[src/rtl/pcm_txq_pkg.sv]
package pcm_txq_pkg;

   // Registered status bundle driven by the flag stage
   typedef struct packed {
      logic full;
      logic empty;
      logic almost_full;
      logic almost_empty;
   } txq_flags_t;

   localparam txq_flags_t TXQ_FLAGS_RESET = '{full: 1'b0, empty: 1'b1,
                                             almost_full: 1'b0, almost_empty: 1'b0};

endpackage

[src/rtl/pcm_txq_store.sv]
module pcm_txq_store #(
   parameter int DATA_W = 32,
   parameter int DEPTH  = 32,
   localparam int AW    = $clog2(DEPTH)
) (
   input  logic              clk,
   input  logic              wr_ok,
   input  logic [AW-1:0]     wr_ptr,
   input  logic [DATA_W-1:0] wr_data,
   input  logic [AW-1:0]     rd_ptr,
   output logic [DATA_W-1:0] rd_word
);

   logic [DATA_W-1:0] words [DEPTH];

   // One register per slot; each slot decodes its own write select
   for (genvar i = 0; i < DEPTH; i++) begin : g_slot
      logic [DATA_W-1:0] slot_q;
      logic              sel;

      assign sel = wr_ok && (wr_ptr == AW'(i));

      always_ff @(posedge clk) begin
         if (sel) slot_q <= wr_data;
      end

      assign words[i] = slot_q;
   end

   assign rd_word = words[rd_ptr];

endmodule

[src/rtl/pcm_txq_ctrl.sv]
module pcm_txq_ctrl #(
   parameter int DEPTH = 32,
   localparam int AW   = $clog2(DEPTH),
   localparam int CW   = $clog2(DEPTH + 1)
) (
   input  logic          clk,
   input  logic          rst_n,
   input  logic          flush,
   input  logic          sticky_clr,
   input  logic          wr_en,
   input  logic          rd_en,
   output logic          wr_ok,
   output logic          rd_ok,
   output logic [AW-1:0] wr_ptr,
   output logic [AW-1:0] rd_ptr,
   output logic [CW-1:0] count,
   output logic          overflow,
   output logic          underflow
);

   logic at_full;
   logic at_empty;
   logic ovf_set;
   logic unf_set;
   logic [CW-1:0] count_nx;

   assign at_full  = (count == CW'(DEPTH));
   assign at_empty = (count == '0);

   // A read frees a slot in the same cycle, so a full queue still takes a write
   assign rd_ok   = rd_en && !at_empty && !flush;
   assign wr_ok   = wr_en && !flush && (!at_full || rd_ok);
   assign ovf_set = wr_en && !flush && !wr_ok;
   assign unf_set = rd_en && !flush && at_empty;

   always_comb begin
      count_nx = count;
      unique case ({wr_ok, rd_ok})
         2'b10:   count_nx = count + 1'b1;
         2'b01:   count_nx = count - 1'b1;
         default: count_nx = count;
      endcase
   end

   always_ff @(posedge clk or negedge rst_n) begin
      if (!rst_n) begin
         wr_ptr <= '0;
         rd_ptr <= '0;
         count  <= '0;
      end else if (flush) begin
         wr_ptr <= '0;
         rd_ptr <= '0;
         count  <= '0;
      end else begin
         if (wr_ok) wr_ptr <= wr_ptr + 1'b1;
         if (rd_ok) rd_ptr <= rd_ptr + 1'b1;
         count <= count_nx;
      end
   end

   // Sticky error bits: a new event in the clear cycle wins
   always_ff @(posedge clk or negedge rst_n) begin
      if (!rst_n) begin
         overflow  <= 1'b0;
         underflow <= 1'b0;
      end else begin
         overflow  <= (overflow  && !sticky_clr) || ovf_set;
         underflow <= (underflow && !sticky_clr) || unf_set;
      end
   end

endmodule

[src/rtl/pcm_txq_flags.sv]
module pcm_txq_flags
   import pcm_txq_pkg::*;
#(
   parameter int DEPTH       = 32,
   parameter int THR_W       = 6,
   parameter int MIN_DMA_THR = 2,
   localparam int CW         = $clog2(DEPTH + 1),
   localparam int SW         = ((CW > THR_W) ? CW : THR_W) + 1
) (
   input  logic             clk,
   input  logic             rst_n,
   input  logic [CW-1:0]    count,
   input  logic [THR_W-1:0] thresh,
   input  logic             dma_en,
   output txq_flags_t       flags,
   output logic             dma_req,
   output logic             thresh_bad
);

   logic [SW-1:0] cnt_x;
   logic [SW-1:0] thr_x;
   logic          thr_on;
   logic          ae_c;
   logic          af_c;
   txq_flags_t    flags_c;

   assign cnt_x  = SW'(count);
   assign thr_x  = SW'(thresh);
   assign thr_on = (thresh != '0);

   // count > DEPTH - thr is rewritten as count + thr > DEPTH, so no term goes negative
   assign ae_c = thr_on && (cnt_x < thr_x);
   assign af_c = thr_on && ((cnt_x + thr_x) > SW'(DEPTH));

   always_comb begin
      flags_c.full         = (count == CW'(DEPTH));
      flags_c.empty        = (count == '0);
      flags_c.almost_full  = af_c;
      flags_c.almost_empty = ae_c;
   end

   always_ff @(posedge clk or negedge rst_n) begin
      if (!rst_n) begin
         flags      <= TXQ_FLAGS_RESET;
         dma_req    <= 1'b0;
         thresh_bad <= 1'b0;
      end else begin
         flags      <= flags_c;
         dma_req    <= dma_en && !af_c;
         thresh_bad <= dma_en && (thr_x < SW'(MIN_DMA_THR));
      end
   end

endmodule

[src/rtl/pcm_txq.sv]
module pcm_txq
   import pcm_txq_pkg::*;
#(
   parameter int DATA_W      = 32,
   parameter int DEPTH       = 32,
   parameter int THR_W       = 6,
   parameter int MIN_DMA_THR = 2,
   localparam int AW         = $clog2(DEPTH),
   localparam int CW         = $clog2(DEPTH + 1)
) (
   input  logic              clk,
   input  logic              rst_n,
   input  logic              flush,
   input  logic              sticky_clr,
   input  logic              thresh_wr,
   input  logic [THR_W-1:0]  thresh_in,
   input  logic              dma_en,
   input  logic              wr_en,
   input  logic [DATA_W-1:0] wr_data,
   input  logic              rd_en,
   output logic [DATA_W-1:0] rd_data,
   output logic [THR_W-1:0]  thresh,
   output logic [CW-1:0]     count,
   output logic              full,
   output logic              empty,
   output logic              almost_full,
   output logic              almost_empty,
   output logic              dma_req,
   output logic              thresh_bad,
   output logic              overflow,
   output logic              underflow
);

   // Elaboration-time parameter checks
   if (DATA_W < 1) begin : g_bad_data_w
      $error("pcm_txq: DATA_W must be at least 1");
   end
   if ((DEPTH < 2) || ((DEPTH & (DEPTH - 1)) != 0)) begin : g_bad_depth
      $error("pcm_txq: DEPTH must be a power of two, at least 2");
   end
   if (THR_W < CW) begin : g_bad_thr_w
      $error("pcm_txq: THR_W must be able to express DEPTH");
   end
   if ((MIN_DMA_THR < 1) || (MIN_DMA_THR > DEPTH)) begin : g_bad_min_thr
      $error("pcm_txq: MIN_DMA_THR out of range");
   end

   logic          wr_ok;
   logic          rd_ok;
   logic [AW-1:0] wr_ptr;
   logic [AW-1:0] rd_ptr;
   logic [DATA_W-1:0] rd_word;
   txq_flags_t    flags;

   // Watermark level register; flush leaves it alone
   always_ff @(posedge clk or negedge rst_n) begin
      if (!rst_n)         thresh <= '0;
      else if (thresh_wr) thresh <= thresh_in;
   end

   pcm_txq_ctrl #(.DEPTH(DEPTH)) u_ctrl (
      .clk        (clk),
      .rst_n      (rst_n),
      .flush      (flush),
      .sticky_clr (sticky_clr),
      .wr_en      (wr_en),
      .rd_en      (rd_en),
      .wr_ok      (wr_ok),
      .rd_ok      (rd_ok),
      .wr_ptr     (wr_ptr),
      .rd_ptr     (rd_ptr),
      .count      (count),
      .overflow   (overflow),
      .underflow  (underflow)
   );

   pcm_txq_store #(.DATA_W(DATA_W), .DEPTH(DEPTH)) u_store (
      .clk     (clk),
      .wr_ok   (wr_ok),
      .wr_ptr  (wr_ptr),
      .wr_data (wr_data),
      .rd_ptr  (rd_ptr),
      .rd_word (rd_word)
   );

   pcm_txq_flags #(
      .DEPTH       (DEPTH),
      .THR_W       (THR_W),
      .MIN_DMA_THR (MIN_DMA_THR)
   ) u_flags (
      .clk        (clk),
      .rst_n      (rst_n),
      .count      (count),
      .thresh     (thresh),
      .dma_en     (dma_en),
      .flags      (flags),
      .dma_req    (dma_req),
      .thresh_bad (thresh_bad)
   );

   // Registered read port: an empty read yields zero
   always_ff @(posedge clk or negedge rst_n) begin
      if (!rst_n)                rd_data <= '0;
      else if (rd_en && !flush)  rd_data <= rd_ok ? rd_word : '0;
   end

   assign full         = flags.full;
   assign empty        = flags.empty;
   assign almost_full  = flags.almost_full;
   assign almost_empty = flags.almost_empty;

endmodule

[config.mk]
export PLATFORM = sky130hd
export DESIGN_NAME = pcm_txq
export DESIGN_NICKNAME = d
export VERILOG_FILES = /design/src/rtl/pcm_txq_pkg.sv /design/src/rtl/pcm_txq_store.sv /design/src/rtl/pcm_txq_ctrl.sv /design/src/rtl/pcm_txq_flags.sv /design/src/rtl/pcm_txq.sv
export SDC_FILE = /design/constraint.sdc
export NUM_CORES = 1
export LEC_CHECK = 0
export ABC_AREA = 1
export BUFFER_PORTS_ARGS = -buffer_cell sky130_fd_sc_hd__buf_2
export CORE_MARGIN = 4
export CORE_UTILIZATION = 55
export DETAILED_ROUTE_END_ITERATION = 6
export HOLD_SLACK_MARGIN = 0.08
export PLACE_DENSITY = 0.74
export SLEW_MARGIN = 10
export SYNTH_ARGS = -nofsm -noshare
export SYNTH_HDL_FRONTEND = slang
export SYNTH_SLANG_ARGS = --single-unit
[constraint.sdc]
create_clock -name clk -period 3.1 [get_ports clk]
set_input_delay 0.62 -clock clk [delete_from_list [all_inputs] [get_ports clk]]
set_output_delay 0.62 -clock clk [all_outputs]
set_load 0.005 [all_outputs]
* Word level (Yosys, flattened, before mapping)
Cells that the tools add are included.
** Storage, ports and cells
- Bits in registers :: 1086
- Logic and storage cells :: 159
- Input port bits :: 46
** Operators by class
- Equality and inequality tests :: 34
- $lt $le $gt $ge :: 4
- $add $sub $neg :: 5
- Muxes and demuxes :: 10
- Bitwise operators :: 1
- Reduce and logical (&&, ||, !) cells :: 60
** Operators by type and width (count)
- binary-select mux 32 bit (select 5 bit) :: 1
- two-way mux 32 bit :: 3
- equality test 5 bit (second input constant) :: 16
- logical AND 1 bit :: 45
- equality test 5 x 4 -> 1 bit (second input constant) :: 8
- equality test 5 x 3 -> 1 bit (second input constant) :: 4
- two-way mux 5 bit :: 4
- case mux 6 bit (2 select lines) :: 1
- adder 5 x 1 -> 5 bit (second input constant) :: 2
- equality test 5 x 2 -> 1 bit (second input constant) :: 2
- adder 6 x 6 -> 7 bit :: 1
- greater-than comparator 7 x 6 -> 1 bit (second input constant) :: 1
- adder 6 x 1 -> 6 bit (second input constant) :: 1
- equality test 6 bit (second input constant) :: 1
- >= comparator 6 bit (second input constant) :: 1
- logical NOT 1 bit :: 6
- logical NOT 6 bit :: 1
- < comparator 6 x 2 -> 1 bit (second input constant) :: 1
- < comparator 6 bit :: 1
- two-way mux 6 bit :: 1
- NOT 5 -> 6 bit :: 1
- nonzero test 6 bit :: 1
- subtractor 6 x 1 -> 6 bit (second input constant) :: 1
- equality test 5 x 1 -> 1 bit (second input constant) :: 1
- 6 further kinds :: 9

* Depth between registers and ports, before layout
Gate-level depths: netlist of run 1.
- Depth after elaboration :: 9
- Depth in mapped cells :: 14
- Gate-level depth less buffers :: 13

* Hierarchy
A second synthesis of run 1 with hierarchy kept.
** Unflattened totals
- Cells, all modules :: 3969
- Area, all modules :: 45329.7 um^2
** By module, submodules not included
- pcm_txq_store :: times used 1, area an instance 41791.3 um^2, seq. area each 30749.5 um^2, cells each 3522
- pcm_txq :: times used 1, area an instance 1716.6 um^2, seq. area each 950.9 um^2, cells each 230
- pcm_txq_ctrl :: times used 1, area an instance 1189.9 um^2, seq. area each 450.4 um^2, cells each 133
- pcm_txq_flags :: times used 1, area an instance 631.9 um^2, seq. area each 151.4 um^2, cells each 84

* Least setup slack after synthesis of run 1
Ideal clock, no wire load.
- Path type :: input port to flip-flop
- Start point :: in rd_en
- End point :: reg u_store.g_slot[0].slot_q[0] (enable)
- Stages :: 9
- Buffers on the path :: 1
- Arrival :: 2.957 ns
- Setup time :: 0.421 ns
- Setup slack :: -0.278 ns
- Cell sequence :: inv_1 > nor2_1 > inv_2 > nand2_1 > nand2_1 > inv_1 > nand2_1 > buf_2 > nor2_1
** On the way
- Longest elaborated chain between the ends :: 5
** RTL lines
- from (decl) :: line pcm_txq.sv:20 : input logic rd_en,
- logical AND 1 bit (2 in a row) :: line pcm_txq_ctrl.sv:31 : assign rd_ok = rd_en && !at_empty && !flush;
- logical OR 1 bit :: line pcm_txq_ctrl.sv:32 : assign wr_ok = wr_en && !flush && (!at_full || rd_ok);
- logical AND 1 bit :: line pcm_txq_ctrl.sv:32
- logical AND 1 bit :: line pcm_txq_store.sv:21 : assign sel = wr_ok && (wr_ptr == AW'(i));
- net u_store.g_slot[0].sel :: line pcm_txq_store.sv:19 : logic sel;
- to (signal assigned) :: line pcm_txq_store.sv:24 : if (sel) slot_q <= wr_data;
- to (decl) :: line pcm_txq_store.sv:18 : logic [DATA_W-1:0] slot_q;
The timed path passes the listed nets, and every way through them passes these cells.
A chain may end at the register's enable or synchronous reset.

* Final worst setup path of run 1
- Start point :: reg u_ctrl.count[1]
- End point :: reg rd_data[13]
** On the way
- Longest elaborated chain between the ends :: 5
** RTL lines
- from (decl) :: line pcm_txq_ctrl.sv:16 : output logic [CW-1:0] count,
- from (signal assigned) :: line pcm_txq_ctrl.sv:57 : count <= count_nx;
- logical NOT 6 bit :: line pcm_txq_ctrl.sv:28 : assign at_empty = (count == '0);
- logical NOT 1 bit :: line pcm_txq_ctrl.sv:31
- logical AND 1 bit (2 in a row) :: line pcm_txq_ctrl.sv:31
- two-way mux 32 bit :: line pcm_txq.sv:104 : else if (rd_en && !flush) rd_data <= rd_ok ? rd_word : '0;
- to (signal assigned) :: line pcm_txq.sv:104
- to (decl) :: line pcm_txq.sv:21 : output logic [DATA_W-1:0] rd_data,
No other way between the ends.

==> results.md, run 1 <==
* Status: complete, no violations
* Port bufs at 97
* Max Clock Freq at 393 MHz
* Slew @ Worst Pin at 1.04 ns
* I/O pin count at 98
* Post-CTS setup buffer count at 0
* Seq/Total Area, Yosys at 73.8%
* CP max stage delay at 0.64 ns
* Clk pwr share at 39.2%
* Pint at 26.0 mW
* Max_cap viols at 0
* Die X at 290 µm
* Worst Path Required at 3.66 ns
* Drt first pass iters at 6
* Startpoint types: flop
* Area Overhead vs Synth at 14.0%
* Most frequent cells in the layout: edfxtp_1, nand2_1, nor2_1
* Leakage Power at 17.9 nW
* CTS tree: done
* Leading area contributor after synthesis: edfxtp_1
* Combinational Power Share at 13.7%
* Final GP Congestion at 0.860
* CP arrival at 3.10 ns
* Synthesized cell area at 43800 µm²
* Largest net degree at the start of global routing at 125
* Unique masters post-synth at 29
* DRC viols at 0
* Pre-CTS WS at 0.346 ns
* Fin nets at 3858
* Vias per cell at 5.98
* Final WS setup at 0.554 ns
* Vias in the first global route at 28216
* Switch Pwr at 9.16 mW
* Worst-path cell chain: nor2_1 -> nand4_1 -> nand2_1 -> clkinv_1 -> buf_4 -> buf_4 -> nand3_1 -> nand2_1
* Mapped Avg Cell Area at 11.9 µm²
* Clock Sinks at 1086
* Post-synth top area share at 70.2%
* Final min period at 2.55 ns
* Number of diodes at 0
* Cts repair resizes at 0
* Initial antenna violation count at 2
* Crit path kind: flop to flop
* DR vias at 29472
* # fillers at 5666
* Worst Path Buf+Inv at 3
* Mapped Cells at 3682
* Hold Fails Final Rpt at 0
* Post-synthesis sequential element count at 1086
* Maximum vdd drop at 0.559 mV
* Slowest cell on crit path: clkinv_1
* Worst-case clock buffer depth at 3
* Clock Tree Root: clkbuf_16
* # setup viols final at 0
* Cts bufs inserted at 107
* Synthesis warning total at 0
* Placed Cells at 4727
* Initial Utilization at 55.4%
* Clk_skew at 0.0297 ns
* Crit path capture type: flop
* RSZ-0062 raised after global routing: false
* Post-DP Area at 46100 µm²
* Die area at 84200 µm²
* Synth top area cells: edfxtp_1, nor2_1, nand2_1, nand3_1, o21ai_0
* Switching Fraction at 26.1%
* Power density cells at 704 nW/µm²
* GRT Util Overall at 26.7%
* Slew margin rel. at 30.9%
* Gr ovfl total at 0
* DPL Wire Length at 64.3 mm
* Core area at 79000 µm²
* Seq. cell area at 32300 µm²
* Final Max Slew Viols at 0
* Detailed-route wire length per cell at 23.4 µm
* Sequential fraction of design power at 47.0%
* Multi-input gate area at 10500 µm²
* First-pass GRT wire length at 172 mm
* CTS clock-pin slew for the worst setup and hold paths at 0.06 ns
* Fin cells at 4929
* Fin area at 49900 µm²
* Fin crit share at 82.1%
* Worst-Skew Late Latency at 0.68 ns
* Hold Path Class: primary input to flop
* Die H at 290 µm
* Crit-path leading delay family: buffers and inverters
* H-tree levels at 3
* Critical-path maximum fanout at 10
* Antenna Nets Post-Route at 0
* Row cnt at 103
* Layout cell share with drive strength beyond 1 at 11.1%
* Commonest non-fill, non-tap cell in the layout: edfxtp_1
* DRT iter0 DRCs at 3817
* DRT Wirelength at 115 mm
* Syn_nets at 3753
==> cell type report <==
cell class	instances	area share, %
Inverter	47	0.409
Timing Repair Buffer	215	3.51
Clock buffer	144	5.94
Sequential cell	1086	64.7
Multi-Input combinational cell	2330	21.1
Clock inverter	57	1.68
Tap cell	1050	2.63
==> logic make-up (layout without fill, tap and decap cells) <==
| family | Yosys count | in the layout | share of synthesized area, % |
|---|---|---|---|
| mux | 1 | 1 | 0.0257 |
| buf+inv | 266 | 463 | 2.76 |
| flops | 1086 | 1086 | 73.8 |
| fa+ha+maj | 25 | 25 | 0.749 |
| compound gates | 517 | 517 | 6.11 |
| xor+xnor | 4 | 4 | 0.0800 |
| simple gates | 1783 | 1783 | 16.5 |
==> power groups by stage <==
stage	Combinational, mW	Clock (mW)	Sequential [mW]
finish	4.83	13.8	16.5
global route	5.35	14.6	16.5
CTS	4.82	13.9	16.5
detailed placement	4.77	0	16.8
global placement	4.67	0	16.8
floorplan	3.06	0	16.7
==> per-stage QoR <==
stage / power [mW] / util, % / hold slack (ns) / setup TNS (ns)
after detailed placement: 21.6 / 58.4 / 0.466 / 0
final: 35.1 / 63.2 / 0.145 / 0
after global routing: 36.5 / 63.2 / 0.142 / 0
after global placement: 21.5 / 58.4 / 0.461 / 0
after CTS: 35.3 / 63.2 / 0.109 / 0
after floorplan: 19.8 / - / 0.324 / -212.28
==> final timing paths <==
kind | start | to | slack [ns] | depth (start not counted)
min in group asynchronous | rst_n | thresh[2] | 0.48 | 2
max in group asynchronous | rst_n | rd_data[15] | 1.86 | 3
hold reg to reg | rd_data[7] | rd_data[7] | 0.48 | 2
setup reg to reg | u_ctrl.count[1] | rd_data[13] | 0.55 | 8
hold / removal | thresh_in[5] | thresh[5] | 0.14 | 3
setup / recovery | u_ctrl.count[1] | rd_data[13] | 0.55 | 8
==> worst min-delay path, stage by stage <==
cell	delay (ns)
buf_2	0.08
nand2_1	0.04
o21ai_0	0.05
==> flip-flops by register name, indices dropped and copies added, names as in the netlist <==
name,count
u_ctrl.wr_ptr,5
u_ctrl.count,6
u_flags.thresh_bad,1
u_ctrl.overflow,1
u_flags.flags,4
u_flags.dma_req,1
u_ctrl.underflow,1
u_ctrl.rd_ptr,5
u_store.g_slot.slot_q,1024
thresh,6
rd_data,32
==> repair_timing <==
action,4_1_cts,5_1_grt
endpoints found under the hold margin,28,0
setup endpoints to repair,0,0
hold buffers,1,0
==> cell usage after synthesis, drive strengths merged <==
cell / number
a21oi: 76
buf: 118
clkbuf: 101
clkinv: 2
dfrtp: 61
dfstp: 1
edfxtp: 1024
fa: 2
ha: 23
inv: 45
mux2: 1
nand2: 669
nand3: 409
nand3b: 2
nand4: 4
nor2: 691
nor3: 8
o211ai: 33
o21ai: 405
o22ai: 2
o32ai: 1
xnor2: 3
xor2: 1
==> metal layers <==
layer | vias up | routed length (µm) | global-route usage, %
li1 | 13185 | - | -
met4 | 2 | 3230 | 8.90
met5 | - | 15 | 0
met2 | 1798 | 54400 | 42.2
met3 | 227 | 12800 | 5.82
met1 | 14260 | 44800 | 37.4
Power figures use the tool's default switching activity.
==> run 2: changes to the inputs <==
Settings changed: PLACE_DENSITY 0.74 to 0.71.
Clock period 3.1 ns to 2.4 ns, I/O delays scaled along.
==> run 2 against run 1 <==
Net effect: the run now ends with design-rule violations left; die area unchanged; sequential power increased by 29%; via count decreased by 0.48%; power increased by 25%; clock power increased by 17%; first-iteration DRC count decreased by 3.4%; flip-flop and latch count unchanged; register-to-register slack got worse by 0.40 ns; largest cell class unchanged.
==> results.md, run 2 (synthesis gave the netlist of run 1 again) <==
* Status: finished, violations left
* Failing checks: design-rule violations
* WHS at 0.164 ns (+0.0190 ns)
* Worst-case clock buffer depth at 3 (unchanged)
* Max_cap viols at 0 (unchanged)
* Core area at 79000 µm² (unchanged)
* Final GP Congestion at 0.855 (-0.56%)
* Final Max Slew Viols at 0 (unchanged)
* Port bufs at 97 (unchanged)
* Fin crit share at 93.4% (+11 points)
* First-pass GRT wire length at 173 mm (+0.64%)
* Drt first pass iters at 7 (+1)
* I/O pin count at 98 (unchanged)
* Die area at 84200 µm² (unchanged)
* DR vias at 29330 (-0.48%)
* Min-Delay Startpoint: thresh_wr
* Post-CTS setup buffer count at 0 (unchanged)
* CTS clock-pin slew for the worst setup and hold paths at 0.06 ns (about the same)
* Die X at 290 µm (unchanged)
* Hold Fails Final Rpt at 0 (unchanged)
* # setup viols final at 0 (unchanged)
* Reg-to-Reg Start: u_ctrl.rd_ptr[0]
* Crit path capture type: flop
* Biggest regs: u_store.g_slot.slot_q: 1024 flops, rd_data: 32 flops
* DRC viols at 1 (+1)
* Layout cell share with drive strength beyond 1 at 11.5% (+0.40 points)
* Worst-Skew Late Latency at 0.67 ns (about the same)
* Row cnt at 103 (unchanged)
* Cts bufs inserted at 106 (-0.93%)
* Max reg flops at 1024 (unchanged)
* Vias in the first global route at 28117 (-0.35%)
* Power density cells at 873 nW/µm² (+24%)
* Vias per cell at 5.90 (-1.2%)
* Initial antenna violation count at 1 (-1)
* Most frequent cells in the layout: edfxtp_1, nand2_1, nor2_1
* DRT iter0 DRCs at 3687 (-3.4%)
* Gr ovfl total at 0 (unchanged)
* Max Clock Freq at 446 MHz (+14%)
* CTS tree: done
* Initial Utilization at 55.4% (unchanged)
* Clk_skew at 0.0235 ns (-0.00614 ns)
* Fin nets at 3900 (+1.1%)
* Maximum vdd drop at 0.721 mV (+29%)
* Setup TNS at 0 ns (unchanged)
* Critical-path maximum fanout at 42 (+32)
* DPL Wire Length at 67.2 mm (+4.4%)
* CP arrival at 2.84 ns (-0.26 ns)
* Final min period at 2.24 ns (-0.304 ns)
* Slew margin rel. at 45.1% (+14 points)
* Largest Register: u_store.g_slot.slot_q
* Worst Path Required at 3.00 ns (-0.66 ns)
* Post-DP Area at 46900 µm² (+1.8%)
* Startpoint types: flop
* Detailed-route wire length per cell at 23.0 µm (-1.5%)
* Worst setup startpoint: u_ctrl.rd_ptr[0]
* Clock Sinks at 1086 (unchanged)
* Fin area at 50400 µm² (+0.90%)
* Largest net degree at the start of global routing at 106 (-15%)
* GRT Util Overall at 26.8% (+0.076 points)
* Number of diodes at 0 (unchanged)
* Slew @ Worst Pin at 0.823 ns (-0.214 ns)
* Antenna Nets Post-Route at 0 (unchanged)
* Placed Cells at 4762 (+0.74%)
* DRT Wirelength at 114 mm (-0.74%)
* RSZ-0062 raised after global routing: false
* H-tree levels at 3 (unchanged)
* Area Overhead vs Synth at 15.0%
* Hold Path Class: primary input to flop
* Fin cells at 4967 (+0.77%)
* Die H at 290 µm (unchanged)
* Leakage Power at 18.0 nW (+0.76%)
* Commonest non-fill, non-tap cell in the layout: edfxtp_1
* Clock Tree Root: clkbuf_16
* Crit path kind: flop to flop
## run 2: cell count changes in the layout (fill, tap and decap cells not counted), sizes merged
cell         previous run  this run
buf                   214       249
clkinv                 36        51
bufinv                 18         8
clkbuf                144       135
dlygate4sd3             1         9
inv                    47        46
## run 2: per-stage QoR
step	power [mW]	setup slack (ns)	utilization, %
after global routing	45.7	0.00606	63.8
final	44.0	0.159	63.8
after detailed placement	28.2	0.0147	59.4
after CTS	44.1	0.155	63.8
after global placement	28.1	0.00765	59.4
after floorplan	25.6	-0.376	-
## run 2: area by class of cell
class	instances	area, µm²
clock buffer	135	2820
clock inverter	61	534
fill	5780	28600
inverter	47	204
multi-input combinational	2330	10500
sequential	1086	32300
tap	1050	1310
timing repair buffer	258	2650
## run 2: critical path, cell delays in order, from the launching register on
cell     delay, ns
dfrtp_4       0.62
buf_12        0.20
buf_12        0.23
buf_12        0.25
o21ai_0       0.12
o21ai_0       0.30
a21oi_1       0.17
nand2_1       0.08
nand3_1       0.10
nand2_1       0.08
## run 2: timing repair
item                                    CTS  global route
resized for setup                         0             1
endpoints found under the setup margin    0            46
hold buffers                              9             0
endpoints found under the hold margin    71             0
## run 2: layer usage
| metal | routed length, µm | global-route usage [%] |
|---|---|---|
| met1 | 45800 | 38.0 |
| met2 | 54800 | 43.5 |
| met3 | 9850 | 3.73 |
| met4 | 3890 | 8.84 |
| met5 | 0 | 0 |
## run 2: worst paths after layout
kind,depth (start not counted),slack (ns),endpoint
setup / recovery,9,0.16,rd_data[27]
min in group asynchronous,2,0.25,rd_data[27]
hold reg to reg,2,0.48,rd_data[14]
setup reg to reg,9,0.16,rd_data[27]
hold / removal,3,0.16,thresh[5]
max in group asynchronous,3,1.52,u_flags.flags[2]
## run 2: power by group
group	switching, mW	internal (mW)
clock network	6.94	9.17
registers	0.218	21.1
logic	4.53	2.08
